==> config.mk <==
export PLATFORM = sky130hd
export DESIGN_NAME = qr_gate_timer
export DESIGN_NICKNAME = d
export VERILOG_FILES = /design/src/rtl/qr_timing_pkg.sv /design/src/rtl/qr_timing_dpath.sv /design/src/rtl/qr_timing_ctrl.sv /design/src/rtl/qr_gate_timer.sv
export SDC_FILE = /design/constraint.sdc
export NUM_CORES = 1
export LEC_CHECK = 0
export ABC_AREA = 1
export CORE_UTILIZATION = 53
export CTS_CLUSTER_SIZE = 28
export DETAILED_ROUTE_END_ITERATION = 8
export PLACE_DENSITY = 0.75
export SYNTH_ARGS = -nofsm -noshare
export SYNTH_HDL_FRONTEND = slang
export SYNTH_SLANG_ARGS = --single-unit
==> constraint.sdc <==
create_clock -name clk -period 1.35 [get_ports clk]
set_input_delay 0.405 -clock clk [delete_from_list [all_inputs] [get_ports clk]]
set_output_delay 0.405 -clock clk [all_outputs]
set_load 0.02 [all_outputs]
==> src/rtl/qr_timing_pkg.sv <==
package qr_timing_pkg;

  // control -> datapath strobes
  typedef struct packed {
    logic turnOn;
    logic turnOff;
    logic gateOn;
  } qrCmd_t;

  // datapath -> control status
  typedef struct packed {
    logic countMatch;
    logic offExpired;
    logic blankDone;
    logic suppActive;
  } qrStat_t;

endpackage

==> src/rtl/qr_timing_dpath.sv <==
module qr_timing_dpath
  import qr_timing_pkg::*;
#(
  parameter int ZC_MAX     = 7,
  parameter int BLANK_CYC  = 41,
  parameter int SUPP_LONG  = 40,
  parameter int SUPP_SHORT = 16,
  parameter int MAX_OFF    = 2000
) (
  input  logic                               clk,
  input  logic                               rstN,
  input  logic                               zcBelow1,
  input  logic                               zcBelow2,
  input  logic [$clog2(ZC_MAX+1)-1:0]        skipCount,
  input  qrCmd_t                             cmd,
  output qrStat_t                            stat
);

  localparam int ZC_W    = $clog2(ZC_MAX + 1);
  localparam int SUP_MAX = (SUPP_LONG > SUPP_SHORT) ? SUPP_LONG : SUPP_SHORT;
  localparam int SUP_W   = (SUP_MAX < 1) ? 1 : $clog2(SUP_MAX + 1);
  localparam int OFF_W   = (MAX_OFF < 2) ? 1 : $clog2(MAX_OFF);
  localparam int BLK_W   = (BLANK_CYC < 1) ? 1 : $clog2(BLANK_CYC + 1);

  localparam logic [ZC_W-1:0]  ZC_TOP   = ZC_W'(ZC_MAX);
  localparam logic [SUP_W-1:0] SUP_LONG = SUP_W'(SUPP_LONG);
  localparam logic [SUP_W-1:0] SUP_SHRT = SUP_W'(SUPP_SHORT);
  localparam logic [OFF_W-1:0] OFF_LAST = OFF_W'(MAX_OFF - 1);

  logic              zcPrev;
  logic              zcPulse;
  logic [ZC_W-1:0]   zcCnt;
  logic [SUP_W-1:0]  supCnt;
  logic [OFF_W-1:0]  offCnt;
  logic              blankDone;
  logic              suppActive;

  assign suppActive = (supCnt != '0);

  // falling crossing of the first threshold, qualified by gate-off and window
  assign zcPulse = !cmd.gateOn && !suppActive && zcBelow1 && !zcPrev;

  always_ff @(posedge clk or negedge rstN) begin
    if (!rstN) zcPrev <= 1'b0;
    else       zcPrev <= zcBelow1;
  end

  // valley counter: clears on turn-on, saturates at the top value
  always_ff @(posedge clk or negedge rstN) begin
    if (!rstN)                             zcCnt <= '0;
    else if (cmd.turnOn)                   zcCnt <= '0;
    else if (zcPulse && (zcCnt != ZC_TOP)) zcCnt <= zcCnt + 1'b1;
  end

  // ringing suppression window, length picked by the second threshold
  always_ff @(posedge clk or negedge rstN) begin
    if (!rstN)           supCnt <= '0;
    else if (cmd.turnOff) supCnt <= zcBelow2 ? SUP_LONG : SUP_SHRT;
    else if (suppActive) supCnt <= supCnt - 1'b1;
  end

  // off-time timer, holds at its limit until the next turn-on
  always_ff @(posedge clk or negedge rstN) begin
    if (!rstN)                         offCnt <= '0;
    else if (cmd.gateOn || cmd.turnOn) offCnt <= '0;
    else if (offCnt != OFF_LAST)       offCnt <= offCnt + 1'b1;
  end

  // leading-edge blanking of the current comparator
  generate
    if (BLANK_CYC > 0) begin : g_blank
      localparam logic [BLK_W-1:0] BLK_LOAD = BLK_W'(BLANK_CYC);
      logic [BLK_W-1:0] blkCnt;
      always_ff @(posedge clk or negedge rstN) begin
        if (!rstN)                           blkCnt <= '0;
        else if (cmd.turnOn)                 blkCnt <= BLK_LOAD;
        else if (cmd.gateOn && blkCnt != '0) blkCnt <= blkCnt - 1'b1;
      end
      assign blankDone = (blkCnt == '0);
    end else begin : g_noblank
      assign blankDone = 1'b1;
    end
  endgenerate

  always_comb begin
    stat.countMatch = (zcCnt == skipCount);
    stat.offExpired = (offCnt == OFF_LAST);
    stat.blankDone  = blankDone;
    stat.suppActive = suppActive;
  end

  // window length loaded at turn-off follows the second threshold
  p_supp_load_r8: assert property (@(posedge clk) disable iff (!rstN)
    $fell(cmd.gateOn) |-> (supCnt == ($past(zcBelow2) ? SUP_LONG : SUP_SHRT)));

  // no valley is counted while a window runs
  p_supp_hold_r8: assert property (@(posedge clk) disable iff (!rstN)
    (!cmd.gateOn && suppActive && !cmd.turnOn) |=> $stable(zcCnt));

  // counter saturates rather than wrapping
  p_no_overflow_r4: assert property (@(posedge clk) disable iff (!rstN)
    (zcCnt == ZC_TOP && !cmd.turnOn) |=> (zcCnt == ZC_TOP));

  // counter is empty after each turn-on
  p_cnt_clear_r4: assert property (@(posedge clk) disable iff (!rstN)
    cmd.turnOn |=> (zcCnt == '0));

endmodule

==> src/rtl/qr_timing_ctrl.sv <==
module qr_timing_ctrl
  import qr_timing_pkg::*;
#(
  parameter int BLANK_CYC = 41
) (
  input  logic    clk,
  input  logic    rstN,
  input  logic    zcBelow1,
  input  logic    curOver,
  input  logic    burstEn,
  input  qrStat_t stat,
  output qrCmd_t  cmd,
  output logic    gateOn
);

  logic gateQ;
  logic valleyHit;
  logic setReq;
  logic offReq;

  // equality compare is only honoured with the sense still low and no window
  assign valleyHit = stat.countMatch && zcBelow1 && !stat.suppActive;
  assign setReq    = !gateQ && !burstEn && (valleyHit || stat.offExpired);
  assign offReq    = gateQ && stat.blankDone && curOver;

  always_comb begin
    cmd.turnOff = offReq;
    cmd.turnOn  = setReq && !offReq;   // turn-off wins
    cmd.gateOn  = gateQ;
  end

  // on/off flip-flop
  always_ff @(posedge clk or negedge rstN) begin
    if (!rstN)           gateQ <= 1'b0;
    else if (offReq)     gateQ <= 1'b0;
    else if (cmd.turnOn) gateQ <= 1'b1;
  end

  assign gateOn = gateQ;

  // burst holds the gate off
  p_burst_block_r6: assert property (@(posedge clk) disable iff (!rstN)
    (burstEn && !gateQ) |=> !gateQ);

  // an expired off timer forces a turn-on
  p_max_off_r5: assert property (@(posedge clk) disable iff (!rstN)
    (!gateQ && !burstEn && stat.offExpired) |=> gateQ);

  // every rise has a valley in the low state or an expired timer behind it
  p_rise_cause_r3: assert property (@(posedge clk) disable iff (!rstN)
    $rose(gateQ) |-> ($past(zcBelow1) || $past(stat.offExpired)));

  // every fall has the current comparator behind it
  p_fall_cause_r7: assert property (@(posedge clk) disable iff (!rstN)
    $fell(gateQ) |-> $past(curOver));

  generate
    if (BLANK_CYC > 0) begin : g_blank_chk
      // the blanking interval keeps the gate on past its first cycle
      p_blank_hold_r7: assert property (@(posedge clk) disable iff (!rstN)
        $rose(gateQ) |=> gateQ);
    end
  endgenerate

endmodule

==> src/rtl/qr_gate_timer.sv <==
module qr_gate_timer
  import qr_timing_pkg::*;
#(
  parameter int ZC_MAX     = 7,
  parameter int BLANK_CYC  = 41,
  parameter int SUPP_LONG  = 40,
  parameter int SUPP_SHORT = 16,
  parameter int MAX_OFF    = 2000
) (
  input  logic                        clk,
  input  logic                        rstN,
  input  logic                        zcBelowT1,
  input  logic                        zcBelowT2,
  input  logic                        curOverReg,
  input  logic [$clog2(ZC_MAX+1)-1:0] skipCount,
  input  logic                        burstMode,
  output logic                        gateDrive
);

  qrCmd_t  cmd;
  qrStat_t stat;

  qr_timing_dpath #(
    .ZC_MAX(ZC_MAX), .BLANK_CYC(BLANK_CYC), .SUPP_LONG(SUPP_LONG),
    .SUPP_SHORT(SUPP_SHORT), .MAX_OFF(MAX_OFF)
  ) u_dpath (
    .clk(clk), .rstN(rstN), .zcBelow1(zcBelowT1), .zcBelow2(zcBelowT2),
    .skipCount(skipCount), .cmd(cmd), .stat(stat)
  );

  qr_timing_ctrl #(.BLANK_CYC(BLANK_CYC)) u_ctrl (
    .clk(clk), .rstN(rstN), .zcBelow1(zcBelowT1), .curOver(curOverReg),
    .burstEn(burstMode), .stat(stat), .cmd(cmd), .gateOn(gateDrive)
  );

endmodule

==> results.md <==
* Status: complete, but fails checks
* Failing checks: negative setup slack
* Die Wd at between 50 and 60 um
* Max-slew violations at 0
* Sequential-to-total area share from yosys stat at about two fifths
* Clock share of power at ~15%
* Commonest cells after routing, fill and taps aside: 36 x nand2_1, 28 x buf_4, 28 x dfrtp_1
* Fin crit period at 1.47 ns
* Initial DRC Count at 26
* Commonest non-fill, non-tap cell in the layout: nand2_1
* Largest cells by area after synthesis: dfrtp_1 42%, nand2_1 9.0%, inv_1 6.3%, ha_1 5.2%, nand3_1 4.5%
* P&R area growth vs syn at 40.7%
* GP Congestion at just under 0.9
* Number of synthesized flops with an enable pin at 0
* Ant. Diodes at 0
* Final net count at around 260
* Clk root buf: clkbuf_4
* Main synth FF type: dfrtp_1
* Setup TNS at -1.88 ns
* Internal power at approximately 0.0023 W
* CTS tree: yes
* Max Cap Viol at 0
* Total core area at 3030 um2
* Post-DRT Antenna Nets at 0
* Slowest-stage cell, CP: dfrtp_1
* Power per cell area at ~1600 nW/um2
* Fmax at a little under 700 MHz
* Mapped Area at approximately 1700 um2
* CTS Buffer Depth at 2
* Clock-pin slew of the registers on the worst-case setup and hold paths at around 0.17 ns
* Vias at around 1500
* Worst r2r src: u_dpath.zcCnt[0]
* Final setup vio count at 27
* Psw at 0.00148 W
* Comb power frac at between 50 and 60%
* Synth area leader: dfrtp_1
* Hold Path Class: primary input to asynchronous set/reset pin
* Setup crit start kind: flop
* FFs w/ async S/R, synth at between 90% and 100%
* Largest net degree at the start of global routing at 29
* Pre-CTS worst setup slack at -0.431 ns
* Avg Cell Area, Syn at around 8.4 um2
* Final hold vios at 0
* Post-synth cell types at 28
* CP Max Fanout at 3
* Critical Path Source: u_dpath.zcCnt[0]
* Clock Sinks at 28
* Die height at slightly below 60 um
* Synth top area share at a little over two fifths
* Critical path data arrival time at about 1.7 ns
* Highest cell delay on the worst timing path at ~0.42 ns
* Period utilization at 109%
* Final WL at ~3600 um
* Crit end category: flop
* Die area at roughly 3400 um2
* Syn nets at ~220
* IO Pins at 10
* Setup ws final at -0.119 ns
* DR WL/cell at between 10 and 15 um
* Port Buffers at 9
* Fill cells at around 210
* Number of CTS-inserted buffers at 3
* Flops & latches, synth at 28
* First-pass GRT wire length at about 6000 um
* Tot Pwr at 0.00376 W
* Critical path class: flop to flop
* Final Util at a little under 80%
* Gr usage total at between 20 and 25%
* Vias in the first global route at between 1000 and 1500
* GRT overflow at 0
* Seq pwr share at approximately 33%
* Residual DRC at 0
* Most frequent CP cell: nor2_4
* CTS H-tree depth at 1
* Vias per Instance at around 5.0
* Setup Skew at 0.0307 ns
* Placement Rows at 20
* Ys Warns at 0
* Unrepaired setup endpoints after global routing: true
* Slew HR at 71.6%
* Leakage power total at about 1.1 nW
* Post-DP HPWL at between 2000 and 3000 um
* WHS at just under 0.4 ns
* Worst path cell trace: ha_2 > ha_4 > nor2_4 > nand3_4 > nor2_4 > xor2_1 > a21oi_1
* Worst-case vdd ir drop at between 1 and 1.5 mV
* Initial DRT Pass Iterations at 4
* Clock Latency Late Sink at around 0.34 ns
* Initial core utilization at roughly 55%
* Share of layout cells above drive strength 1 at between 30% and 40%
* Switching portion of total power at approximately two fifths
* Cells after synthesis at 200
* Worst Max-Slew Pin Slew at 0.424 ns
* WP data required at ~1.6 ns
* Antenna violations before repair at 0
## flip-flops by register name, summed over array words and instances (netlist names)
name,cells
u_dpath.supCnt,6
u_dpath.zcPrev,1
u_ctrl.gateOn,1
u_dpath.zcCnt,3
u_dpath.g_blank.blkCnt,6
u_dpath.offCnt,11
## stage by stage
stage               instances  cell area [um2]
floorplan                 200             1700
global placement          282             2060
detailed placement        282             2060
CTS                       289             2250
global route              291             2350
finish                    291             2350
## power groups by stage
stage               clock (W)  combinational (W)  sequential, W
floorplan                   0           0.000969        0.00127
global placement            0            0.00154        0.00123
detailed placement          0            0.00162        0.00124
CTS                  0.000563            0.00180        0.00124
global route         0.000582            0.00216        0.00127
finish               0.000557            0.00196        0.00124
## cell usage after synthesis (all sizes together) (6+ instances only)
cell type	instances
xor2	7
ha	7
nand4	6
a21oi	7
nand2	44
nor2	33
dfrtp	28
nand3	16
o21ai	6
inv	29
## layout make-up
class	count	area [um2]	share of cell area (%)
Inverter	29	111	4.74
Clock buffer	3	22.5	0.958
Clock inverter	1	30.0	1.28
Timing Repair Buffer	43	372	15.8
Tap cell	44	55.1	2.34
Multi-Input combinational cell	143	1060	45.0
Sequential cell	28	701	29.8
## path summary, 6_finish.rpt
kind                                              to  slack (ns)  depth (start not counted)
max                                 u_dpath.zcCnt[0]       -0.12                          7
min                        u_dpath.g_blank.blkCnt[5]        0.39                          2
max reg2reg                         u_dpath.zcCnt[0]       -0.12                          7
min reg2reg                u_dpath.g_blank.blkCnt[5]        0.56                          2
max in group asynchronous          u_dpath.offCnt[5]        0.77                          2
min in group clk           u_dpath.g_blank.blkCnt[5]        0.56                          2
## repair_timing
item / in CTS / in global routing
pin swaps: 12 / 13
hold endpoints to repair: 0 / 0
setup endpoints to repair: 26 / 26
gates cloned: 1 / 0
gates resized for setup: 28 / 22
hold buffers: 0 / 0
buffers inserted: 2 / 2
## cells by family after synthesis
kind of cell | count (synthesis) | synth area share (%)
XOR/XNOR | 10 | 5.24
buffers and inverters | 30 | 7.72
AO/OA/AOI/OAI | 19 | 6.59
adder cells (fa/ha/maj) | 7 | 5.24
AND/OR/NAND/NOR | 106 | 33.3
flip-flops | 28 | 41.9
## worst max-delay path, delay by kind of cell (launching register included)
kind | cells | cell delay, ns
flops | 1 | 0.42
compound gates | 1 | 0.07
fa+ha+maj | 2 | 0.37
xor+xnor | 1 | 0.19
simple gates | 3 | 0.33
## layer usage
metal,wire (um),global-route usage (%)
met3,54,2.23
met2,1910,43.0
met5,0,0
met4,49,5.78
met1,1560,28.0
Note: power is estimated with default switching activity, not from simulation.
